File: src/rtl/dma_chan_pkg.sv
package dma_chan_pkg;

    typedef enum logic [1:0] {
        BW_BYTE = 2'b00,
        BW_HALF = 2'b01,
        BW_WORD = 2'b10,
        BW_WALT = 2'b11
    } beat_width_e;

    localparam logic [2:0] IDX_SRC     = 3'd0;
    localparam logic [2:0] IDX_DST     = 3'd1;
    localparam logic [2:0] IDX_CNT     = 3'd2;
    localparam logic [2:0] IDX_SRC_RLD = 3'd3;
    localparam logic [2:0] IDX_DST_RLD = 3'd4;
    localparam logic [2:0] IDX_CNT_RLD = 3'd5;

    function automatic logic [2:0] width_bytes(input logic [1:0] code);
        case (beat_width_e'(code))
            BW_BYTE: width_bytes = 3'd1;
            BW_HALF: width_bytes = 3'd2;
            default: width_bytes = 3'd4;
        endcase
    endfunction

endpackage

File: src/rtl/dma_addr_unit.sv
module dma_addr_unit #(
    parameter int ADDR_W = 32,
    parameter int RLD_W  = 31
) (
    input  logic              clk,
    input  logic              rst_n,
    input  logic              wr_work,
    input  logic              wr_rld,
    input  logic [ADDR_W-1:0] wdata,
    input  logic              advance,
    input  logic              reload,
    input  logic              inc_en,
    input  logic              periph,
    input  logic [2:0]        step,
    output logic [ADDR_W-1:0] addr_out,
    output logic [ADDR_W-1:0] work_val,
    output logic [ADDR_W-1:0] rld_val
);
    typedef struct packed {
        logic [ADDR_W-1:0] addr;
        logic [RLD_W-1:0]  rld;
    } addr_state_t;

    addr_state_t st_d, st_q;

    always_comb begin
        st_d = st_q;
        if (reload) begin
            st_d.addr = ADDR_W'(st_q.rld);
        end else if (advance && inc_en) begin
            st_d.addr = st_q.addr + ADDR_W'(step);
        end
        if (wr_work) st_d.addr = wdata;
        if (wr_rld)  st_d.rld  = wdata[RLD_W-1:0];
    end

    always_ff @(posedge clk or negedge rst_n) begin
        if (!rst_n) st_q <= '0;
        else        st_q <= st_d;
    end

    assign addr_out = periph ? '0 : st_q.addr;
    assign work_val = st_q.addr;
    assign rld_val  = ADDR_W'(st_q.rld);
endmodule

File: src/rtl/dma_count_unit.sv
module dma_count_unit #(
    parameter int CNT_W = 24
) (
    input  logic             clk,
    input  logic             rst_n,
    input  logic             wr_cnt,
    input  logic             wr_rld,
    input  logic [CNT_W-1:0] wdata,
    input  logic             beat,
    input  logic [2:0]       step,
    input  logic             rld_en,
    output logic             accept,
    output logic             reload,
    output logic [CNT_W-1:0] cnt_val,
    output logic [CNT_W-1:0] cnt_rld_val,
    output logic             ctz,
    output logic             done
);
    typedef struct packed {
        logic [CNT_W-1:0] cnt;
        logic [CNT_W-1:0] rld;
        logic             ctz;
        logic             done;
    } cnt_state_t;

    cnt_state_t st_d, st_q;
    logic [CNT_W-1:0] step_ext;
    logic             last;

    assign step_ext = CNT_W'(step);
    assign accept   = beat && (st_q.cnt != '0) && !st_q.done;
    assign last     = st_q.cnt <= step_ext;
    assign reload   = accept && last && rld_en;

    always_comb begin
        st_d     = st_q;
        st_d.ctz = 1'b0;
        if (accept) begin
            if (last) begin
                st_d.ctz = 1'b1;
                if (rld_en) begin
                    st_d.cnt = st_q.rld;
                end else begin
                    st_d.cnt  = '0;
                    st_d.done = 1'b1;
                end
            end else begin
                st_d.cnt = st_q.cnt - step_ext;
            end
        end
        if (wr_rld) st_d.rld = wdata;
        if (wr_cnt) begin
            st_d.cnt = wdata;
            if (wdata != '0) st_d.done = 1'b0;
        end
    end

    always_ff @(posedge clk or negedge rst_n) begin
        if (!rst_n) st_q <= '0;
        else        st_q <= st_d;
    end

    assign cnt_val     = st_q.cnt;
    assign cnt_rld_val = st_q.rld;
    assign ctz         = st_q.ctz;
    assign done        = st_q.done;
endmodule

File: src/rtl/dma_chan_addr_engine.sv
module dma_chan_addr_engine
    import dma_chan_pkg::*;
#(
    parameter int ADDR_W = 32,
    parameter int CNT_W  = 24,
    parameter int RLD_W  = 31
) (
    input  logic              clk,
    input  logic              rst_n,
    input  logic              reg_wr,
    input  logic [2:0]        reg_idx,
    input  logic [ADDR_W-1:0] reg_wdata,
    output logic [ADDR_W-1:0] reg_rdata,
    input  logic              beat,
    input  logic [1:0]        beat_width,
    input  logic              src_inc,
    input  logic              dst_inc,
    input  logic              src_periph,
    input  logic              dst_periph,
    input  logic              rld_en,
    output logic [ADDR_W-1:0] src_addr,
    output logic [ADDR_W-1:0] dst_addr,
    output logic [CNT_W-1:0]  count,
    output logic              ctz,
    output logic              done
);
    localparam int N_EP = 2;

    logic [2:0]        step;
    logic              accept, reload;
    logic [CNT_W-1:0]  cnt_val, cnt_rld_val;
    logic [N_EP-1:0]   ep_wr_work, ep_wr_rld, ep_inc, ep_periph;
    logic [ADDR_W-1:0] ep_out  [N_EP];
    logic [ADDR_W-1:0] ep_work [N_EP];
    logic [ADDR_W-1:0] ep_rld  [N_EP];

    assign step = width_bytes(beat_width);

    assign ep_wr_work = {reg_wr && reg_idx == IDX_DST,     reg_wr && reg_idx == IDX_SRC};
    assign ep_wr_rld  = {reg_wr && reg_idx == IDX_DST_RLD, reg_wr && reg_idx == IDX_SRC_RLD};
    assign ep_inc     = {dst_inc, src_inc};
    assign ep_periph  = {dst_periph, src_periph};

    for (genvar e = 0; e < N_EP; e++) begin : g_ep
        dma_addr_unit #(.ADDR_W(ADDR_W), .RLD_W(RLD_W)) u_addr (
            .clk      (clk),
            .rst_n    (rst_n),
            .wr_work  (ep_wr_work[e]),
            .wr_rld   (ep_wr_rld[e]),
            .wdata    (reg_wdata),
            .advance  (accept),
            .reload   (reload),
            .inc_en   (ep_inc[e]),
            .periph   (ep_periph[e]),
            .step     (step),
            .addr_out (ep_out[e]),
            .work_val (ep_work[e]),
            .rld_val  (ep_rld[e])
        );
    end

    dma_count_unit #(.CNT_W(CNT_W)) u_cnt (
        .clk         (clk),
        .rst_n       (rst_n),
        .wr_cnt      (reg_wr && reg_idx == IDX_CNT),
        .wr_rld      (reg_wr && reg_idx == IDX_CNT_RLD),
        .wdata       (reg_wdata[CNT_W-1:0]),
        .beat        (beat),
        .step        (step),
        .rld_en      (rld_en),
        .accept      (accept),
        .reload      (reload),
        .cnt_val     (cnt_val),
        .cnt_rld_val (cnt_rld_val),
        .ctz         (ctz),
        .done        (done)
    );

    always_comb begin
        case (reg_idx)
            IDX_SRC:     reg_rdata = ep_work[0];
            IDX_DST:     reg_rdata = ep_work[1];
            IDX_CNT:     reg_rdata = ADDR_W'(cnt_val);
            IDX_SRC_RLD: reg_rdata = ep_rld[0];
            IDX_DST_RLD: reg_rdata = ep_rld[1];
            IDX_CNT_RLD: reg_rdata = ADDR_W'(cnt_rld_val);
            default:     reg_rdata = '0;
        endcase
    end

    assign src_addr = ep_out[0];
    assign dst_addr = ep_out[1];
    assign count    = cnt_val;
endmodule

File: config.mk
export PLATFORM = sky130hd
export DESIGN_NAME = dma_chan_addr_engine
export DESIGN_NICKNAME = d
export VERILOG_FILES = /design/src/rtl/dma_chan_pkg.sv /design/src/rtl/dma_addr_unit.sv /design/src/rtl/dma_count_unit.sv /design/src/rtl/dma_chan_addr_engine.sv
export SDC_FILE = /design/constraint.sdc
export NUM_CORES = 1
export LEC_CHECK = 0
export ABC_AREA = 1
export BUFFER_PORTS_ARGS = -buffer_cell sky130_fd_sc_hd__buf_2
export CAP_MARGIN = 20
export CELL_PAD_IN_SITES_DETAIL_PLACEMENT = 0
export CELL_PAD_IN_SITES_GLOBAL_PLACEMENT = 1
export CORE_UTILIZATION = 45
export DETAILED_ROUTE_END_ITERATION = 10
export PLACE_DENSITY_LB_ADDON = 0.1
export SYNTH_ARGS = -nofsm -noshare
export SYNTH_HDL_FRONTEND = slang
export SYNTH_HIERARCHICAL = 1
export SYNTH_SLANG_ARGS = --single-unit
File: constraint.sdc
create_clock -name clk -period 5.6 [get_ports clk]
set_input_delay 1.12 -clock clk [delete_from_list [all_inputs] [get_ports clk]]
set_output_delay 1.12 -clock clk [all_outputs]
set_load 0.1 [all_outputs]
## Word level (Yosys, flattened, before mapping)

Cells that the tools add are included.

- Flip-flop bits (word level): 176
- Latch bits: 0
- Bits in writable memories: 0
- Memories: 0
- Memory bits (read-only): 0
- Logic and storage cells: 57
- Output and inout port bits: 122
- Input port bits: 46

- Bitwise gates (word level): 0
- Shift operators: 0
- Equality and inequality tests: 6
- Reduce and logical (&&, ||, !) cells: 20
- Multipliers: 0
- Divide/modulo/power cells: 0
- $lt $le $gt $ge: 1
- Add/subtract/negate cells: 3
- Mux-type cells: 19

Operators with widths:

| kind | count |
|---|---|
| $mux 32 | 8 |
| $pmux 32 s6 | 1 |
| $mux 24 | 4 |
| $add 32x3->32 | 2 |
| $reduce_bool 24->1 | 2 |
| $le 24x3->1 | 1 |
| $sub 24x3->24 | 1 |
| $logic_and 1x1->1 | 12 |
| $eq 3x2->1 const B | 2 |
| $eq 3x3->1 const B | 2 |
| $pmux 3 s2 | 1 |
| $reduce_bool 3->1 | 2 |
| $mux 2 | 2 |
| $eq 3x1->1 const B | 1 |
| $logic_not 3->1 | 1 |
| $mux 1 | 3 |
| $eq 2x1->1 const B | 1 |
| $logic_not 2->1 | 1 |
| $reduce_bool 2->1 | 1 |
| $logic_not 1->1 | 1 |

## Logic depth before layout (Yosys ltp)

Gate-level depths: netlist of run 1.

- Depth after elaboration: 7
- Mapped depth: 20
- Gate-level depth less buffers: 16

## Modules after synthesis

The synthesis of run 1 kept the hierarchy.

By module, submodules not included:

| module | cells each | times used | area each (um2) |
|---|---|---|---|
| dma_addr_unit (g_ep[1].u_addr) | 612 | 1 | 4129.0 |
| dma_addr_unit (g_ep[0].u_addr) | 615 | 1 | 4106.4 |
| dma_count_unit | 473 | 1 | 3367.0 |
| dma_chan_addr_engine | 371 | 1 | 1891.8 |

## Least setup slack after synthesis of run 1

OpenSTA, ideal clock, no wires.

- Path kind: input -> register
- From: input beat_width[0]
- To: register g_ep[0].u_addr.st_q, in the netlist g_ep[0].u_addr/work_val[17]
- Arrival time: 3.862 ns
- Required time: 5.478 ns
- Stages on the path: 18
- Library setup time: 0.122 ns
- Path slack: 1.616 ns
- Path through: inv_1 > nor2_1 > inv_1 > fa_1 > nand2_1 > nand2_1 > nand2_1 > nand4_4 > buf_2 > nor3_1 > buf_2 > nor2_2 > nand2_1 > buf_2 > clkinv_2 > buf_2 > a21oi_1 > a21oi_1

- Word-level cells in the longest chain between the ends: 7
- Elaborated cells on any way between the ends: 11
- Classes of those cells: 1 x add/sub; 1 x order compare; 1 x eq/ne; 4 x mux; 4 x reduce/logical

Ends and longest elaborated chain:

| item | line | source |
|---|---|---|
| from (decl) | dma_chan_addr_engine.sv:15 | `input logic [1:0] beat_width,` |
| $eq 2x1->1 or $logic_not 2->1 (tied branches) | dma_chan_pkg.sv:18 | `case (beat_width_e'(code))` |
| $pmux 3 s2 * | dma_chan_pkg.sv:18 |  |
| via step[1] | dma_chan_addr_engine.sv:29 | `logic [2:0] step;` |
| $le 24x3->1 * | dma_count_unit.sv:32 | `assign last = st_q.cnt <= step_ext;` |
| $logic_and 1x1->1 * (2 in series) | dma_count_unit.sv:33 | `assign reload = accept && last && rld_en;` |
| via reload | dma_chan_addr_engine.sv:30 | `logic accept, reload;` |
| $mux 32 | dma_addr_unit.sv:28 | `if (reload) begin` |
| $mux 32 | dma_addr_unit.sv:33 | `if (wr_work) st_d.addr = wdata;` |
| to (signal assigned) | dma_addr_unit.sv:39 | `else st_q <= st_d;` |
| to (decl) | dma_addr_unit.sv:24 | `addr_state_t st_d, st_q;` |

The timed path passes the listed nets; every way through them passes the cells marked *. The select of a mux whose other input is x is not followed.
A chain may end at the register's enable or synchronous reset.

## Worst setup path after layout of run 1

- From: input reg_idx[0]
- To: output reg_rdata[7]

- Word-level cells in the longest chain between the ends: 2
- Elaborated cells on any way between the ends: 7
- Classes of those cells: 5 x eq/ne; 1 x mux; 1 x reduce/logical

Ends and longest elaborated chain:

| item | line | source |
|---|---|---|
| from (decl) | dma_chan_addr_engine.sv:11 | `input logic [2:0] reg_idx,` |
| $eq 3x3->1 (tied with other cells) | dma_chan_addr_engine.sv:80 | `case (reg_idx)` |
| $pmux 32 s6 * | dma_chan_addr_engine.sv:80 |  |
| to (decl) | dma_chan_addr_engine.sv:13 | `output logic [ADDR_W-1:0] reg_rdata,` |

Every way passes the cells marked *; elsewhere a longest branch is shown, timed or not.

==> results.cfg, run 1 <==
[finish]
nNetsFinal = 2223
drive_gt1_frac = 0.151
final_area_mm2 = 0.0150
layout_common_cells = nand2_1 (565), nor2_1 (328), nand3_1 (198), inv_1 (190), dfrtp_1 (176)
mostFrequentLayoutCell = nand2_1
area_delta_synth_final_pct = 11.0
n_antenna_cell = 0

[route]
vias_per_cell = 5.83
drc = 0
drt_iter0_markers = 1623
drt_first_pass_iters = 7
wl_per_cell_um = 21.9
routed_wl_mm = 56.3
drtAntennaViolNets = 0
dr_total_vias = 15000

[clock_network]
cts_max_level = 4
cts_inserted_buffers = 17
cts.sink_count = 176
clkLatencyLatePin_ps = 460
cts_setup_buffers = 0
cts_tree = done
cts_max_path_buffers = 2
clockRootBuffer = clkbuf_16
clkTransAtPathRegs_ps = 70
cts-hold-fix-buffers = 0
cts_resized = 0

[sta]
fin_tns_setup_ps = 0
fmax_mhz = 222
relSlewSlack = 0.328
skew_ps = 15.8
period_share = 0.805
worst-slew-pin-transition_ps = 1010
rsz0062_at_grt = false
setup_viol = 0
hold_viol = 0
drv_slew = 0
fin_crit_ps = 4510

[global_route]
grt_max_degree = 89
grt_antenna_before_repair = 1
grt_pass1_vias = 13900
grt_pass1_wl_mm = 83.8
grt_util_all_layers = 0.366
overflow = 0

[setup_path]
critPathKind = input pin to output port
required_ps = 4480
r2r_slack_ps = 1710
worst_setup_path_start_kind = input pin
critPathCaptureType = output port
reg2regPathDepth = 15
cp.arrival_ps = 3390
path_max_fanout = 42
reg2reg_from = u_cnt/cnt_val[0]
worst_r2r_endpoint = g_ep[0].u_addr/work_val[4]

[power]
leakagePower_uw = 0.00764
powerDensity_mw_per_mm2 = 439
peakVddDrop_v = 0.000254

[worst_hold_path]
hold-path-endpoint = u_cnt/done
hold_class = flop to flop
holdPathStages = 2
hp-start = u_cnt/done

[synthesis]
yosysSeqAreaShare = 0.326
ys_ff_latch = 176
syn-cell-area_mm2 = 0.0135
synthFlopType = dfrtp_1
yosys_warnings = 6
ys_async_sr_fraction = 1.00
synth.distinct_cells = 50
syn_inst = 2071
synth_edf_count = 0
syn_area_per_cell_um2 = 6.52
syn_nets = 2129

[run_status]
status = finished, final reports clean

[placed_design]
dp_hpwl_mm = 41.7
port_buffers = 167
gp_congestion = 0.992
post_dp_cell_area_mm2 = 0.0144

[floorplan]
core-area_mm2 = 0.0296
start_util = 0.457
die_area_mm2 = 0.0307
die_h_um = 175
io_pins = 168
die_x_um = 175
num_rows = 63

[job]
cap_violations = 0
-- kinds of logic after synthesis --
kind of cell / synth area share
AND/OR/NAND/NOR: 0.412
buffers and inverters: 0.104
flip-flops: 0.326
adder cells (fa/ha/maj): 0.0128
multiplexers: 0.0350
other: 0.000557
XOR/XNOR: 0.0104
AO/OA/AOI/OAI: 0.0989
-- worst max-delay path, cell delays in order --
cell     delay (ps)
buf_2           220
buf_4           490
nand3_2         440
nor2_1          440
a21oi_1         110
nand2_1         120
buf_2           430
-- cell usage after synthesis (2+ instances only) --
master,number,area share
a21o_1,2,0.0011
inv_1,190,0.053
a32oi_1,4,0.0026
a21oi_1,145,0.054
o22ai_1,4,0.0019
nand2_2,4,0.0019
dfrtp_1,176,0.33
nand3_4,3,0.0039
xor2_1,15,0.0097
nor4_2,2,0.0019
o21ai_1,15,0.0056
buf_1,3,0.00083
mux2_2,42,0.035
a22oi_1,8,0.0045
nand3_2,8,0.0059
nand2_1,565,0.16
nand2_4,3,0.0025
or2_2,2,0.00093
o21ai_0,61,0.023
nor2_4,11,0.0092
nor2_1,330,0.092
nor2_2,16,0.0074
nor2_8,2,0.0030
ha_1,9,0.0083
and2_1,2,0.00093
clkinv_1,4,0.0011
nand4_1,95,0.044
inv_4,2,0.00093
buf_6,11,0.0092
a21oi_2,2,0.0013
nor4_1,8,0.0037
o211ai_1,8,0.0045
clkbuf_1,41,0.011
buf_4,13,0.0072
inv_2,3,0.00083
conb_1,2,0.00056
nand3_1,198,0.073
fa_1,3,0.0045
buf_2,48,0.018
-- through the flow --
stage          utilization  instances  hold slack (ps)  total power, uW  setup WS, ps
2_1_floorplan            -       2071              504             4480          1620
3_3_place_gp         0.488       2536              499             5310           811
3_5_place_dp         0.488       2536              513             5340           729
4_1_cts              0.506       2567              531             6530          1150
5_1_grt              0.506       2567              549             6870           842
6_report             0.506       2567              523             6570          1090
-- registers in the layout, indices dropped and copies added, names as in the netlist --
signal	flops
g_ep.u_addr/work_val	64
g_ep.u_addr/rld_val	62
u_cnt/cnt_rld_val	24
u_cnt/cnt_val	24
u_cnt/ctz	1
u_cnt/done	1
-- cell type report --
cell class / instances / area [um^2]
fillers: 3145 / 14600
clock inverters: 11 / 109
inverters: 200 / 757
well taps: 390 / 488
clock buffers: 20 / 437
repair buffers: 192 / 1040
flip-flops and latches: 176 / 4400
multi-input cells: 1578 / 7730
-- per-layer routing --
| metal | vias up | part of all wire | track usage |
|---|---|---|---|
| met5 | - | 0 | 0 |
| met4 | 0 | 0.042 | 0.165 |
| met3 | 111 | 0.091 | 0.0879 |
| met2 | 731 | 0.44 | 0.549 |
| met1 | 7196 | 0.43 | 0.497 |
| li1 | 6925 | - | - |
-- worst max-delay path by stage --
stage | from | endpoint | cells past startpoint
finish | reg_idx[0] | reg_rdata[7] | 7
global route | beat_width[1] | g_ep[0].u_addr/work_val[19] | 17
CTS | reg_idx[0] | reg_rdata[2] | 7
detailed placement | beat_width[1] | g_ep[0].u_addr/work_val[4] | 16
global placement | beat_width[1] | g_ep[0].u_addr/work_val[4] | 16
floorplan | beat_width[0] | g_ep[0].u_addr/work_val[17] | 18
-- where the power goes --
part	internal [uW]	total (uW)	switching (uW)
combinational	684	3210	2520
clock	615	1190	576
sequential	1590	2170	582
total	2890	6570	3680
Note: power is estimated with default switching activity, not from simulation.
==> inputs of run 2 (changes only) <==
--- a/config.mk
+++ b/config.mk
@@ -5,12 +5,12 @@
 export SDC_FILE = /design/constraint.sdc
 export NUM_CORES = 1
 export LEC_CHECK = 0
-export ABC_AREA = 1
+export ABC_AREA = 0
 export BUFFER_PORTS_ARGS = -buffer_cell sky130_fd_sc_hd__buf_2
 export CAP_MARGIN = 20
 export CELL_PAD_IN_SITES_DETAIL_PLACEMENT = 0
 export CELL_PAD_IN_SITES_GLOBAL_PLACEMENT = 1
-export CORE_UTILIZATION = 45
+export CORE_UTILIZATION = 41
 export DETAILED_ROUTE_END_ITERATION = 10
 export PLACE_DENSITY_LB_ADDON = 0.1
 export SYNTH_ARGS = -nofsm -noshare
==> constraint.sdc (replaced) <==
create_clock -name clk -period 4 [get_ports clk]
set_input_delay 0.8 -clock clk [delete_from_list [all_inputs] [get_ports clk]]
set_output_delay 0.8 -clock clk [all_outputs]
set_load 0.1 [all_outputs]
==> run 2 against run 1 <==
Net effect: register-to-register slack lost 1200 ps; clock skew about the same; non-clock buffer count is 45 higher; combinational power up 11%; utilization shrank 0.77 points; cell count down 26%; count of clock-buffer cells in the layout down 1; clock power grew 55%; routed wire length fell by 8.1%; synthesized cell count down 35%.
==> results.cfg, run 2 <==
[run_status]
status = finished, final reports clean

[setup_path]
crit_family = simple AND/OR/NAND/NOR gates
critPathCaptureType = flop
required_ps = 4370
path_max_fanout = 4
critical_path_depth = 15
crit_path_top_delay_cell = or4_1
cp.arrival_ps = 3940
reg2regPathDepth = 10
startpoint = beat_width[1]
critPathKind = input pin to flop
reg2reg_from = u_cnt/cnt_val[0]
r2r_slack_ps = 520
crit_buf_inv = 2
critPathMaxStageDelay_ps = 490
worst_setup_path_start_kind = input pin
cp_cell_sequence = buf_2, nor2_1, ha_1, inv_1, fa_1, a211o_1, nand2_1, nand3_1, nor3_1, and2_4, a211oi_2, nor4_2, nand2_2, or4_1, a32oi_1

[route]
drt_first_pass_iters = 8
dr_total_vias = 12100
vias_per_cell = 6.31
drc = 0
drt_iter0_markers = 1372
routed_wl_mm = 51.7
drtAntennaViolNets = 0
wl_per_cell_um = 27.0

[floorplan]
io_pins = 168
core-area_mm2 = 0.0296
die_area_mm2 = 0.0307
num_rows = 63
start_util = 0.416
die_h_um = 175
die_x_um = 175

[synthesis]
yosysSeqAreaShare = 0.359
synthFlopType = dfrtp_1
yosys_warnings = 6
syn_inst = 1355
yosysTopAreaCell = dfrtp_1
synth_most_common_cell = dfrtp_1
netlist.area_leader.share = 0.359
ys_async_sr_fraction = 1.00
yosys-top-cells-area = dfrtp_1 (36%), mux2_2 (9.6%), nand2_1 (3.8%)
synth.distinct_cells = 88
syn-cell-area_mm2 = 0.0123
synthTopCellsByCount = dfrtp_1 (176), nand2_1 (124), mux2_2 (105)
syn_area_per_cell_um2 = 9.07
syn_nets = 1413
synth_edf_count = 0
ys_ff_latch = 176

[power]
peakVddDrop_v = 0.000312
finalPower_uw = 8200
seq_power_share = 0.343
power.switching_uw = 3950
powerDensity_mw_per_mm2 = 556
leakagePower_uw = 0.00614
p_int_uw = 4260
p_sw_frac = 0.481
p_clk_frac = 0.224
p_comb_frac = 0.433

[clock_network]
cts_max_path_buffers = 2
cts-hold-fix-buffers = 0
cts_resized = 0
clkTransAtPathRegs_ps = 80
cts_tree = done
cts_setup_buffers = 0
cts_inserted_buffers = 17
cts.sink_count = 176
clockRootBuffer = clkbuf_16
clkLatencyLatePin_ps = 450
cts_max_level = 4

[finish]
layout_common_cells = dfrtp_1 (176), buf_2 (139), nand2_1 (124), mux2_2 (105), a21oi_1 (81)
area_delta_synth_final_pct = 20.0
largest_reg_flops = 64
mostFrequentLayoutCell = dfrtp_1
final_area_mm2 = 0.0147
nNetsFinal = 1566
num-fill-cells = 2851
drive_gt1_frac = 0.272

[sta]
worst-slew-pin-transition_ps = 1190
drv_slew = 0
whs_ps = 354
fin_crit_ps = 3570
setup_viol = 0
fmax_mhz = 280
hold_viol = 0
period_share = 0.893
rsz0062_at_grt = false
fin_tns_setup_ps = 0
skew_ps = 15.7
relSlewSlack = 0.199

[global_route]
grt_util_all_layers = 0.340
grt_pass1_wl_mm = 77.1
grt_antenna_before_repair = 1
grt_max_degree = 80
grt_pass1_vias = 11600
overflow = 0

[placed_design]
gp_congestion = 0.946
port_buffers = 167
dp_hpwl_mm = 38.3
post_dp_cell_area_mm2 = 0.0141

[job]
cap_violations = 0

[worst_hold_path]
hold_class = input pin to async pin
==> run 2: changes by cell type after synthesis, sizes merged, moves of 20 or more <==
cell | previous run | this run
nand3 | 209 | 43
nor2b | 0 | 70
buf | 76 | 51
nor2 | 359 | 79
mux2 | 42 | 117
mux2i | 0 | 41
nand2 | 572 | 126
inv | 195 | 28
nand4 | 96 | 26
nor3 | 2 | 25
a21oi | 147 | 85
a22oi | 8 | 28
==> run 2: cell families after synthesis <==
kind of cell	share of synthesized area
mux	0.144
compound gates	0.201
fa+ha+maj	0.0141
other cells	0.000611
simple gates	0.205
xor+xnor	0.0242
buf+inv	0.0526
flops	0.359
==> run 2: cell type report <==
type | count | area [um^2] | share of cell area
clock inverter | 13 | 174 | 0.0118
inverter | 28 | 105 | 0.00713
antenna | 1 | 2.50 | 0.000170
multi-input combinational | 1048 | 7270 | 0.493
tap | 390 | 488 | 0.0331
sequential | 176 | 4400 | 0.299
clock buffer | 19 | 453 | 0.0307
timing repair buffer | 237 | 1850 | 0.126
==> run 2: worst register-to-register path, stage by stage, from the launching register on <==
cell and delay, ps:
dfrtp_1 460, or4_1 690, nor4_4 370, nor3_1 120, and2_4 230, buf_4 190
or2_2 320, nor2_1 450, buf_4 260, nor2_1 60, a22o_1 220
==> run 2: per-stage QoR <==
step	cells	setup slack, ps	util
2_1_floorplan	1355	-209	-
3_3_place_gp	1879	149	0.478
3_5_place_dp	1879	35.8	0.478
4_1_cts	1911	457	0.499
5_1_grt	1912	167	0.499
6_report	1912	426	0.499
==> run 2: power groups by stage <==
stage	registers [uW]	clock network, uW	logic [uW]
after global routing	2850	1920	3730
after CTS	2790	1850	3530
after global placement	2830	0	3500
after floorplan	2920	0	2230
final	2810	1840	3550
after detailed placement	2820	0	3520
==> run 2: layer usage <==
metal | part of all wire | track usage | vias to the layer above
li1 | - | - | 5353
met3 | 0.062 | 0.0524 | 109
met5 | 0 | 0 | -
met1 | 0.43 | 0.454 | 6041
met4 | 0.043 | 0.157 | 0
met2 | 0.46 | 0.541 | 571
==> run 2: worst paths after layout <==
| kind | end |
|---|---|
| min in group clk | u_cnt/done |
| worst max register to register | g_ep[0].u_addr/work_val[18] |
| max in group asynchronous | u_cnt/cnt_val[23] |
| worst max-delay path | g_ep[1].u_addr/work_val[26] |
| worst min register to register | u_cnt/done |
| worst min-delay path | u_cnt/cnt_val[0] |
